[src/rtl/qdac_pkg.sv]
package qdac_pkg;
  typedef enum logic [1:0] {
    PD_ALL  = 2'd0,
    PD_ONE  = 2'd1,
    PD_WAKE = 2'd2
  } pd_op_e;

  function automatic pd_op_e decode_pd(input logic all_n, input logic one_n);
    if (!all_n)      return PD_ALL;
    else if (!one_n) return PD_ONE;
    else             return PD_WAKE;
  endfunction
endpackage

[src/rtl/qdac_sync2.sv]
module qdac_sync2 #(
  parameter int          WIDTH   = 1,
  parameter logic [WIDTH-1:0] RST_VAL = '0
) (
  input  logic             clk,
  input  logic             rst_n,
  input  logic [WIDTH-1:0] d_async,
  output logic [WIDTH-1:0] q_sync
);
  logic [WIDTH-1:0] meta_q;
  logic [WIDTH-1:0] sync_q;

  always_ff @(posedge clk or negedge rst_n) begin
    if (!rst_n) begin
      meta_q <= RST_VAL;
      sync_q <= RST_VAL;
    end else begin
      meta_q <= d_async;
      sync_q <= meta_q;
    end
  end

  assign q_sync = sync_q;
endmodule

[src/rtl/qdac_frame_rx.sv]
module qdac_frame_rx #(
  parameter int WORD_W = 12
) (
  input  logic              clk,
  input  logic              rst_n,
  input  logic              sel_lvl_n,
  input  logic              sel_rise,
  input  logic              sck_rise,
  input  logic              sdat,
  output logic [WORD_W-1:0] word,
  output logic              word_vld
);
  localparam int CNT_W = $clog2(WORD_W + 1);
  localparam logic [CNT_W-1:0] CNT_FULL = CNT_W'(WORD_W);

  logic [WORD_W-1:0] sr_q, sr_d;
  logic [CNT_W-1:0]  cnt_q, cnt_d;
  logic              shift_en;

  assign shift_en = sck_rise && !sel_lvl_n;

  always_comb begin
    sr_d  = sr_q;
    cnt_d = cnt_q;
    if (sel_rise) begin
      cnt_d = '0;
    end else if (shift_en) begin
      sr_d = {sr_q[WORD_W-2:0], sdat};
      if (cnt_q != CNT_FULL) cnt_d = cnt_q + 1'b1;
    end
  end

  always_ff @(posedge clk or negedge rst_n) begin
    if (!rst_n) begin
      sr_q  <= '0;
      cnt_q <= '0;
    end else begin
      sr_q  <= sr_d;
      cnt_q <= cnt_d;
    end
  end

  assign word     = sr_q;
  assign word_vld = sel_rise && (cnt_q == CNT_FULL);
endmodule

[src/rtl/qdac_chan_bank.sv]
module qdac_chan_bank
  import qdac_pkg::*;
#(
  parameter int NUM_CH = 4,
  parameter int CODE_W = 8,
  parameter int ADDR_W = 2
) (
  input  logic                     clk,
  input  logic                     rst_n,
  input  logic                     clr_n,
  input  logic                     load_n,
  input  logic                     wr_en,
  input  pd_op_e                   pd_op,
  input  logic [ADDR_W-1:0]        wr_addr,
  input  logic [CODE_W-1:0]        wr_code,
  output logic [NUM_CH*CODE_W-1:0] code_out,
  output logic [NUM_CH-1:0]        oe
);
  for (genvar ch = 0; ch < NUM_CH; ch++) begin : g_ch
    logic [CODE_W-1:0] in_q, in_d;
    logic [CODE_W-1:0] out_q, out_d;
    logic              pd_q, pd_d;
    logic              hit;

    assign hit = wr_en && (wr_addr == ADDR_W'(ch));

    always_comb begin
      in_d  = in_q;
      out_d = out_q;
      pd_d  = pd_q;
      if (hit) in_d = wr_code;
      if (wr_en) begin
        case (pd_op)
          PD_ALL:  pd_d = 1'b1;
          PD_ONE:  if (hit) pd_d = 1'b1;
          default: if (hit) pd_d = 1'b0;
        endcase
      end
      if (!clr_n) begin
        in_d  = '0;
        out_d = '0;
      end else if (!load_n) begin
        out_d = in_q;
      end
    end

    always_ff @(posedge clk or negedge rst_n) begin
      if (!rst_n) begin
        in_q  <= '0;
        out_q <= '0;
        pd_q  <= 1'b0;
      end else begin
        in_q  <= in_d;
        out_q <= out_d;
        pd_q  <= pd_d;
      end
    end

    assign code_out[ch*CODE_W +: CODE_W] = out_q;
    assign oe[ch] = !pd_q;
  end
endmodule

[src/rtl/qdac_serial_ctrl.sv]
module qdac_serial_ctrl
  import qdac_pkg::*;
#(
  parameter int NUM_CH = 4,
  parameter int CODE_W = 8
) (
  input  logic                     clk,
  input  logic                     rst_n,
  input  logic                     sel_n_pin,
  input  logic                     sck_pin,
  input  logic                     sdat_pin,
  input  logic                     load_n_pin,
  input  logic                     clr_n_pin,
  output logic [NUM_CH*CODE_W-1:0] dac_code,
  output logic [NUM_CH-1:0]        dac_oe
);
  localparam int ADDR_W = $clog2(NUM_CH);
  localparam int WORD_W = 2 + ADDR_W + CODE_W;
  localparam int B_ALL  = WORD_W - 1;
  localparam int B_ONE  = WORD_W - 2;
  // synchroniser lanes: {clr_n, load_n, sdat, sck, sel_n}
  localparam logic [4:0] SYNC_RST = 5'b11001;

  logic [4:0] pins_sync;
  logic       s_sel_n, s_sck, s_sdat, s_load_n, s_clr_n;
  logic       prev_sel_n, prev_sck;
  logic       sel_rise, sck_rise;
  logic [WORD_W-1:0] word;
  logic       word_vld;
  pd_op_e     pd_op;

  qdac_sync2 #(.WIDTH(5), .RST_VAL(SYNC_RST)) u_sync (
    .clk     (clk),
    .rst_n   (rst_n),
    .d_async ({clr_n_pin, load_n_pin, sdat_pin, sck_pin, sel_n_pin}),
    .q_sync  (pins_sync)
  );

  assign {s_clr_n, s_load_n, s_sdat, s_sck, s_sel_n} = pins_sync;

  always_ff @(posedge clk or negedge rst_n) begin
    if (!rst_n) begin
      prev_sel_n <= 1'b1;
      prev_sck   <= 1'b0;
    end else begin
      prev_sel_n <= s_sel_n;
      prev_sck   <= s_sck;
    end
  end

  assign sel_rise = s_sel_n && !prev_sel_n;
  assign sck_rise = s_sck && !prev_sck;

  qdac_frame_rx #(.WORD_W(WORD_W)) u_rx (
    .clk       (clk),
    .rst_n     (rst_n),
    .sel_lvl_n (s_sel_n),
    .sel_rise  (sel_rise),
    .sck_rise  (sck_rise),
    .sdat      (s_sdat),
    .word      (word),
    .word_vld  (word_vld)
  );

  assign pd_op = decode_pd(word[B_ALL], word[B_ONE]);

  qdac_chan_bank #(.NUM_CH(NUM_CH), .CODE_W(CODE_W), .ADDR_W(ADDR_W)) u_bank (
    .clk      (clk),
    .rst_n    (rst_n),
    .clr_n    (s_clr_n),
    .load_n   (s_load_n),
    .wr_en    (word_vld),
    .pd_op    (pd_op),
    .wr_addr  (word[CODE_W +: ADDR_W]),
    .wr_code  (word[CODE_W-1:0]),
    .code_out (dac_code),
    .oe       (dac_oe)
  );
endmodule

[config.mk]
export PLATFORM = sky130hd
export DESIGN_NAME = qdac_serial_ctrl
export DESIGN_NICKNAME = d
export VERILOG_FILES = /design/src/rtl/qdac_pkg.sv /design/src/rtl/qdac_sync2.sv /design/src/rtl/qdac_frame_rx.sv /design/src/rtl/qdac_chan_bank.sv /design/src/rtl/qdac_serial_ctrl.sv
export SDC_FILE = /design/constraint.sdc
export NUM_CORES = 1
export LEC_CHECK = 0
export BUFFER_PORTS_ARGS = -buffer_cell sky130_fd_sc_hd__buf_2
export CORE_MARGIN = 10
export CORE_UTILIZATION = 61
export CTS_CLUSTER_DIAMETER = 150
export DETAILED_ROUTE_END_ITERATION = 12
export PLACE_DENSITY = 0.83
export REMOVE_ABC_BUFFERS = 1
export SYNTH_ARGS = -nofsm -noshare
export SYNTH_HDL_FRONTEND = slang
export SYNTH_SLANG_ARGS = --single-unit
[constraint.sdc]
create_clock -name clk -period 3.35 [get_ports clk]
set_input_delay 0 -clock clk [delete_from_list [all_inputs] [get_ports clk]]
set_output_delay 0 -clock clk [all_outputs]
set_load 0.01 [all_outputs]
* Word-level counts from Yosys, hierarchy flattened
Index checks and enable logic that the tools add are counted.
** Storage, ports and cells
- Bits in registers :: 96
- Bits of input ports :: 7
- Output and inout port bits :: 36
- Word-level logic and storage cells :: 97
** Cells by class
- Add/sub/neg operators :: 1
- Eq/ne operators :: 15
- Muxes and demuxes :: 33
- Bitwise logic cells :: 1
- Reductions and logical operators :: 29
** Operators by type and width (count)
- two-way mux 8 bit :: 16
- inequality test 2 x 1 -> 1 bit (second input constant) :: 8
- two-way mux 4 bit :: 3
- AND reduction 3 bit :: 4
- nonzero test 2 bit :: 6
- logical AND 1 bit :: 8
- two-way mux 1 bit :: 8
- case mux 1 bit (2 select lines) :: 4
- zero test 1 bit :: 7
- adder 4 x 1 -> 4 bit (second input constant) :: 1
- == test 2 x 1 -> 1 bit (second input constant) :: 2
- == test 2 bit (second input constant) :: 2
- == test 4 bit (second input constant) :: 1
- zero test 2 bit :: 2
- two-way mux 2 bit :: 2
- inequality test 4 bit (second input constant) :: 1
- AND reduction 2 bit :: 2
- inequality test 2 bit (second input constant) :: 1
- NOT 1 bit :: 1

* Depth between registers and ports, before layout
Gate-level depths: netlist of the first run.
- Word-level depth :: 6
- Gate-level depth with buffers :: 6

* Hierarchy
Synthesis of the first run repeated with hierarchy kept, for this count alone.
** Second synthesis, totals
- Cells, all modules :: 311
- Area, all modules :: 3897.5 µm²
** By module, submodules not included
- qdac_chan_bank :: times used 1, cells each 242, area an instance 2803.9 µm², sequential area each 1701.6 µm²
- qdac_frame_rx :: times used 1, cells each 53, area an instance 755.7 µm², sequential area each 400.4 µm²
- qdac_sync2 :: times used 1, cells each 10, area an instance 257.7 µm², sequential area each 257.7 µm²
- qdac_serial_ctrl :: times used 1, cells each 6, area an instance 80.1 µm², sequential area each 51.3 µm²

* Worst setup path before layout of the first run
OpenSTA, ideal clock, no wires.
- Path type :: reg-to-reg
- From :: reg u_rx.cnt_q[0]
- To :: reg u_bank.g_ch[1].pd_q
- Library setup time :: 123 ps
- Arrival :: 1493 ps
- Required time :: 3227 ps
- Slack :: 1734 ps
- Cell stages (with the launch flop) :: 7
- Clock period less this slack :: 1616 ps
- Path through :: dfrtp_1 inv_1 ha_1 nand3_2 or3_1 buf_6 o221a_1
** Between the ends
- Longest elaborated chain between the ends :: 5
** Ends and longest elaborated chain
- start, declared :: RTL line qdac_frame_rx.sv:17 : logic [CNT_W-1:0] cnt_q, cnt_d;
- start signal, assigned :: RTL line qdac_frame_rx.sv:39 : cnt_q <= cnt_d;
- == test 4 bit * :: RTL line qdac_frame_rx.sv:44 : assign word_vld = sel_rise && (cnt_q == CNT_FULL);
- logical AND 1 bit * :: RTL line qdac_frame_rx.sv:44
- logical AND 1 bit :: RTL line qdac_chan_bank.sv:25 : assign hit = wr_en && (wr_addr == ADDR_W'(ch));
- inequality test 2 x 1 -> 1 bit (no line) or nonzero test 2 bit (tied branches)
- AND reduction 3 bit (no line) *
- end signal, assigned :: RTL line qdac_chan_bank.sv:55 : pd_q <= pd_d;
- end, declared :: RTL line qdac_chan_bank.sv:22 : logic pd_q, pd_d;
Every way passes the cells marked *; elsewhere a longest branch is shown, timed or not.
A chain may end at the register's enable or synchronous reset.

* Final worst setup path of the first run
- From :: reg u_rx.cnt_q[0]
- To :: reg u_bank.g_ch[3].pd_q
** Between the ends
- Longest elaborated chain between the ends :: 5
** Ends and longest elaborated chain (RTL line)
- == test 4 bit * :: qdac_frame_rx.sv:44
- logical AND 1 bit * :: qdac_frame_rx.sv:44
- logical AND 1 bit :: qdac_chan_bank.sv:25
- inequality test 2 x 1 -> 1 bit (no line) or nonzero test 2 bit (tied branches)
- AND reduction 3 bit (no line) *
- end signal, assigned :: qdac_chan_bank.sv:55
- end, declared :: qdac_chan_bank.sv:22
Marks and branches as above.

==> results.py, run 1 <==
metrics = {
    "yosys": {
        "yosysWarnings": 0,
        "avgSynthCellArea_sq_um": 11.7,
        "ys.flop_type": "dfrtp_1",
        "ys_ff_latch": 96,
        "synth_area_leaders": "dfrtp_1, mux2i_1, nand2_1, nor2b_1, dfstp_2",
        "synth_cells": 333,
        "synthDominantCellAreaShare_pct": 56.9,
        "synthArstFlopShare_pct": 100,
        "yosysMostFrequentCell": "dfrtp_1",
        "yosysSeqAreaShare_pct": 61.6,
        "synth_edf_count": 0,
        "synth_cell_types": 27,
        "syn_area_sq_um": 3910,
        "synth_top_cell_by_area": "dfrtp_1",
        "yosys-top-cells-count": "dfrtp_1, nand2_1, mux2i_1",
    },
    "floorplanning": {
        "die_height_um": 100,
        "coreArea_sq_um": 6280,
        "die_w_um": 100,
        "fp.dieArea_sq_um": 10000,
        "initial_core_util_pct": 62.3,
        "ioPinCount": 43,
        "rows": 29,
    },
    "timing": {
        "rsz0062_at_grt": "no",
        "timing.final.ws_setup_ns": 1.29,
        "hold_viol": 0,
        "skew_ns": 0.00970,
        "fmax_mhz": 485,
        "worst_slew_pin_slew_ns": 0.975,
        "timing.setup.tns_ns": 0,
        "setup-violations-final": 0,
        "timing.final.crit_share_pct": 61.6,
        "relSlewSlack_pct": 34.7,
        "period_needed_ns": 2.06,
        "drv_slew": 0,
    },
    "setup_path": {
        "crit_path_max_incr_delay_ns": 0.84,
        "crit_chain": "inv_1 -> ha_1 -> nand3_2 -> nor3_2 -> a311oi_1",
        "r2r_start": "u_rx.cnt_q[0]$_DFFE_PN0P_",
        "crit_type": "flip-flop to flip-flop",
        "r2r_cells": 5,
        "r2r_slack_ns": 1.29,
        "crit_fanout": 9,
        "worstPathArrival_ns": 2.26,
        "r2r_end": "u_bank.g_ch[3].pd_q$_DFFE_PN0P_",
        "start_kind": "flip-flop",
        "end_kind": "flip-flop",
        "cp.required_ns": 3.55,
        "cp_slowest_cell": "nor3_2",
    },
    "clocking": {
        "path_clk_slew_ns": 0.09,
        "cts-htree-levels": 3,
        "cts_num_sinks": 96,
        "clk_path_buf_depth": 2,
        "cts_tree": "built",
        "clk_latency_ns": 0.36,
        "cts_made_buffers": 9,
        "cts-root-buf": "clkbuf_8",
    },
    "final_layout": {
        "fillers": 449,
        "synthToLayoutAreaGrowth_pct": 13.9,
        "fin_nets": 385,
        "register_area_sq_um": 2410,
        "diodes": 0,
        "multiInputGateArea_sq_um": 1400,
        "post-route-util_pct": 70.9,
        "drive_above_1_share_pct": 18.9,
    },
    "grt": {
        "grt_pass1_wl_mm": 12.0,
        "track_usage_pct": 14.9,
        "grt_max_degree": 74,
        "antenna_found_initial": 0,
        "grt_overflow": 0,
        "grt_pass1_vias": 2536,
    },
    "worst_hold_path": {
        "min_from": "load_n_pin",
        "whs_path_depth": 2,
        "worstHoldPathType": "input pin to flip-flop",
        "whs_endpoint": "u_sync.meta_q[3]$_DFF_PN1_",
    },
    "placed_design": {
        "hpwlAfterDp_mm": 4.72,
        "port_buffers": 42,
        "post-place-ws_ns": 1.32,
        "place_congestion": 0.887,
    },
    "pwr": {
        "leakagePower_nw": 2.27,
        "power_per_cell_area_nw_per_um2": 493,
        "power_mw": 2.20,
        "ir_worst_vdd_mv": 0.377,
    },
    "detailed_routing": {
        "drc": 0,
        "drt-total-wl_mm": 7.20,
        "wire_per_inst_um": 15.7,
        "avgViaCountPerCell": 5.40,
        "first_pass_iters": 4,
        "drtIter0Drc": 60,
        "num_vias": 2474,
        "ant_nets": 0,
    },
    "run": {
        "drv_cap": 0,
    },
    "outcome": {
        "status": "complete, no violations",
    },
}
[per-layer routing]
metal,vias to the layer above,GRT usage (%),part of all wire (%)
met1,1232,17.8,44
met5,-,0,0
met4,0,5.98,1.7
met2,55,23.8,48
li1,1178,-,-
met3,9,5.70,6.7
[state kept, by name (all words and copies together) (netlist names)]
register	flops
prev_sel_n	1
u_sync.q_sync	5
u_sync.meta_q	5
u_bank.g_ch.pd_q	4
prev_sck	1
u_rx.cnt_q	4
u_rx.word	12
u_bank.g_ch.out_q	32
u_bank.g_ch.in_q	32
[worst max-delay path: cells and delay by family (launching register included)]
family                     cells  cell delay (ns)
DFF                            1             0.42
and+or+nand+nor                2             1.02
adders and majority gates      1             0.18
AOI/OAI and AO/OA              1             0.20
buffers and inverters          1             0.09
[cell families after synthesis]
kind of cell    share of synthesized area (%)
compound gates                           2.21
fa+ha+maj                               0.640
buf+inv                                  2.81
flops                                    61.6
mux                                      16.6
simple gates                             16.1
[worst max path at each step]
stage | startpoint | to | slack (ns)
final | u_rx.cnt_q[0]$_DFFE_PN0P_ | u_bank.g_ch[3].pd_q$_DFFE_PN0P_ | 1.29
after global routing | u_rx.cnt_q[0]$_DFFE_PN0P_ | u_bank.g_ch[3].pd_q$_DFFE_PN0P_ | 1.14
after CTS | u_rx.cnt_q[0]$_DFFE_PN0P_ | u_bank.g_ch[3].pd_q$_DFFE_PN0P_ | 1.28
after detailed placement | u_rx.cnt_q[0]$_DFFE_PN0P_ | u_bank.g_ch[3].in_q[0]$_DFFE_PN0P_ | 1.32
after global placement | u_rx.cnt_q[0]$_DFFE_PN0P_ | u_bank.g_ch[3].pd_q$_DFFE_PN0P_ | 1.39
after floorplan | u_rx.cnt_q[0]$_DFFE_PN0P_ | u_bank.g_ch[3].pd_q$_DFFE_PN0P_ | 1.29
[per-stage QoR]
stage	hold slack, ns	instances	area [sq um]
after floorplan	-0.296	314	3820
after global placement	0.105	436	4170
after detailed placement	0.106	436	4170
after CTS	0.255	458	4450
after global routing	0.269	458	4450
final	0.271	458	4450
[cells in the final DEF (no fill, tap or decap), types with 2 or more instances in the layout]
| cell | n |
|---|---|
| a21oi_1 | 4 |
| a311oi_1 | 2 |
| and3_1 | 3 |
| buf_2 | 41 |
| buf_4 | 4 |
| bufinv_16 | 2 |
| clkbuf_8 | 10 |
| dfrtp_1 | 89 |
| dfstp_2 | 7 |
| dlygate4sd3_1 | 6 |
| ha_1 | 2 |
| inv_1 | 6 |
| inv_6 | 2 |
| mux2i_1 | 65 |
| nand2_1 | 79 |
| nand2b_1 | 3 |
| nand3_1 | 6 |
| nor2_1 | 2 |
| nor2b_1 | 33 |
| nor3_2 | 2 |
| o21ai_0 | 2 |
[repair_timing]
action,in CTS,in global routing
hold buffers,6,0
gates resized for setup,0,0
hold endpoints to repair,72,0
setup buffers,0,0
[where the power goes]
part | switching, mW | internal [mW] | total [mW]
clock | 0.402 | 0.445 | 0.847
combinational | 0.0652 | 0.0443 | 0.110
sequential | 0.0438 | 1.20 | 1.24
total | 0.511 | 1.68 | 2.20
[cell type report]
| cell class | count | share of cell area (%) |
|---|---|---|
| Multi-Input combinational cell | 212 | 31.4 |
| Sequential cell | 96 | 54.1 |
| Inverter | 6 | 0.506 |
| Tap cell | 77 | 2.16 |
| Clock inverter | 6 | 2.02 |
| Timing Repair Buffer | 51 | 6.63 |
| Clock buffer | 10 | 3.09 |
Note: power is estimated with default switching activity, not from simulation.
==> run 2: changes to the inputs <==
ABC_AREA = 1   (was unset)
CORE_UTILIZATION = 57   (was 61)
PLACE_DENSITY = 0.78   (was 0.83)
clock period = 2.1 ns   (was 3.35 ns; I/O delays follow)
==> results.py, run 2 <==
metrics = {
    "outcome": {
        "status": "complete, no violations",
    },
    "final_layout": {
        "final_common_cell": "nand2_1",
        "multiInputGateArea_sq_um": 1170,
        "drive_above_1_share_pct": 17.3,
        "fillers": 510,
        "fin_nets": 472,
        "post-route-util_pct": 68.4,
        "synthToLayoutAreaGrowth_pct": 14.4,
        "stdcell_count": 545,
        "mostFrequentLayoutCells": "nand2_1, dfrtp_1, o21ai_0",
        "diodes": 0,
        "register_area_sq_um": 2410,
    },
    "yosys": {
        "yosysWarnings": 0,
        "synth_cell_types": 23,
        "ys_ff_latch": 96,
        "synth-xor-area-share_pct": 0.227,
        "synth_top_family_by_area": "simple AND/OR/NAND/NOR gates",
        "yosys-top-cells-count": "nand2_1, dfrtp_1, o21ai_0",
        "yosysSeqAreaShare_pct": 62.4,
        "ys.flop_type": "dfrtp_1",
        "synth_cells": 417,
        "synth_top_cell_by_area": "dfrtp_1",
        "syn_area_sq_um": 3860,
        "avgSynthCellArea_sq_um": 9.26,
        "synth_simple_gate_area_share_pct": 18.3,
        "synthAdderAreaFrac_pct": 0.648,
        "yosysMostFrequentCell": "nand2_1",
        "synth_area_leaders": "dfrtp_1, nand2_1, o21ai_0, dfstp_2, inv_1",
        "synthDominantCellAreaShare_pct": 57.7,
        "synth_edf_count": 0,
        "synth.area.mux_share_pct": 0,
        "synthArstFlopShare_pct": 100,
        "synth_compound_area_share_pct": 11.0,
    },
    "pwr": {
        "p_comb_share_pct": 6.1,
        "swShare_pct": 22.5,
        "p_int_mw": 2.84,
        "leakagePower_nw": 2.44,
        "power_per_cell_area_nw_per_um2": 828,
        "power_mw": 3.66,
        "clkPwrFrac_pct": 40.0,
        "switching_power_mw": 0.822,
        "ir_worst_vdd_mv": 0.506,
        "seq_power_share_pct": 53.9,
    },
    "setup_path": {
        "crit_fanout": 16,
        "start_kind": "flip-flop",
        "r2r_cells": 6,
        "crit_type": "flip-flop to flip-flop",
        "cp_slowest_cell": "dfrtp_1",
        "worstPathArrival_ns": 2.00,
        "end_kind": "flip-flop",
        "crit_path_max_incr_delay_ns": 0.42,
        "r2r_start": "u_rx.cnt_q[0]$_DFFE_PN0P_",
        "cp.required_ns": 2.37,
        "r2r_slack_ns": 0.37,
        "crit_path_start": "u_rx.cnt_q[0]$_DFFE_PN0P_",
        "r2r_end": "u_bank.g_ch[2].in_q[5]$_DFFE_PN0P_",
        "crit_chain": "inv_1 -> ha_1 -> nand3_2 -> nor2_4 -> nand2_2 -> o21ai_0",
    },
    "placed_design": {
        "hpwlAfterDp_mm": 4.90,
        "port_buffers": 42,
        "place_congestion": 0.845,
        "dp_cells": 523,
    },
    "floorplanning": {
        "fp.dieArea_sq_um": 10500,
        "initial_core_util_pct": 59.8,
        "die_height_um": 102,
        "ioPinCount": 43,
        "die_w_um": 102,
        "coreArea_sq_um": 6460,
        "rows": 29,
    },
    "detailed_routing": {
        "avgViaCountPerCell": 5.14,
        "first_pass_iters": 4,
        "ant_nets": 0,
        "drt-total-wl_mm": 7.52,
        "drc": 0,
        "drtIter0Drc": 139,
        "wire_per_inst_um": 13.8,
        "num_vias": 2800,
    },
    "timing": {
        "drv_slew": 0,
        "fmax_mhz": 578,
        "hold_viol": 0,
        "skew_ns": 0.0119,
        "setup-violations-final": 0,
        "relSlewSlack_pct": 60.2,
        "worst_slew_pin_slew_ns": 0.596,
        "period_needed_ns": 1.73,
        "timing.setup.tns_ns": 0,
        "timing.final.crit_share_pct": 82.3,
        "rsz0062_at_grt": "no",
    },
    "clocking": {
        "clk_latency_ns": 0.36,
        "cts_num_sinks": 96,
        "clk_path_buf_depth": 2,
        "cts-htree-levels": 3,
        "cts_tree": "built",
        "cts-root-buf": "clkbuf_8",
        "path_clk_slew_ns": 0.09,
        "ctsResizeCount": 0,
        "cts_made_buffers": 9,
    },
    "grt": {
        "antenna_found_initial": 0,
        "grt_pass1_vias": 2779,
        "track_usage_pct": 15.6,
        "grt_max_degree": 52,
        "grt_pass1_wl_mm": 13.0,
        "grt_overflow": 0,
    },
    "run": {
        "drv_cap": 0,
    },
    "worst_hold_path": {
        "worstHoldPathType": "input pin to asynchronous set/reset pin",
    },
}
[run 2: cell types whose count changed in the layout (fill, tap and decap cells not counted), sizes merged, moves of 3 or more]
cell and delta:
and3 -3, clkbuf +3, inv +39, mux2i -65, nand2 +70, nand2b -3
nand3 +9, nor2 +7, nor2b -33, o211ai +4, o21ai +70
[run 2: cells by family after synthesis]
group                      Yosys count
and+or+nand+nor                    175
DFF                                 96
AOI/OAI and AO/OA                   78
buffers and inverters               65
adders and majority gates            2
xor gates and xnor gates             1
[run 2: cell type report]
cell class / instances / area share [%]
flip-flops and latches: 96 / 54.6
multi-input cells: 256 / 26.4
repair buffers: 52 / 7.13
inverters: 48 / 4.08
clock buffers: 13 / 3.60
well taps: 77 / 2.18
clock inverters: 3 / 2.04
[run 2: per-layer routing]
metal  vias to the layer above  GRT usage [%]  share of wire [%]
li1                       1399              -                  -
met1                      1334           19.7                 44
met2                        58           25.1                 48
met3                         9           4.25                6.4
met4                         0           5.53                1.3
met5                         -              0                  0
[run 2: worst max-delay path by stage]
| stage | endpoint | slack (ns) | cells after the start |
|---|---|---|---|
| floorplan | u_bank.g_ch[3].out_q[0]$_DFFE_PN0P_ | 0.63 | 4 |
| global placement | u_bank.g_ch[2].in_q[5]$_DFFE_PN0P_ | 0.46 | 7 |
| detailed placement | u_bank.g_ch[2].in_q[5]$_DFFE_PN0P_ | 0.37 | 7 |
| CTS | u_bank.g_ch[2].in_q[5]$_DFFE_PN0P_ | 0.36 | 6 |
| global route | u_bank.g_ch[2].in_q[3]$_DFFE_PN0P_ | 0.17 | 7 |
| finish | u_bank.g_ch[2].in_q[5]$_DFFE_PN0P_ | 0.37 | 6 |
[run 2: what timing repair did]
item	CTS	global route
hold endpoints to repair	50	0
hold buffers	6	0
buffers inserted	0	0
[run 2: worst max-delay path, delay by kind of cell, from the launching register on]
family | cells | cell delay (ns)
flops | 1 | 0.42
simple gates | 3 | 0.68
compound gates | 1 | 0.24
fa+ha+maj | 1 | 0.20
buf+inv | 1 | 0.11
[run 2: per-stage QoR]
step	setup WS (ns)	hold slack, ns	cell area, sq um
floorplan	0.633	-0.296	3760
global placement	0.456	0.0394	4110
detailed placement	0.373	0.0393	4110
CTS	0.362	0.195	4420
global route	0.172	0.242	4420
finish	0.371	0.180	4420
[run 2: power by group through the flow]
stage                     Clock, mW  Sequential [mW]  Combinational [mW]
after floorplan                   0             2.00               0.117
after global placement            0             2.00               0.205
after global routing           1.56             1.98               0.259
final                          1.46             1.97               0.222
after detailed placement          0             2.01               0.215
after CTS                      1.48             1.97               0.225
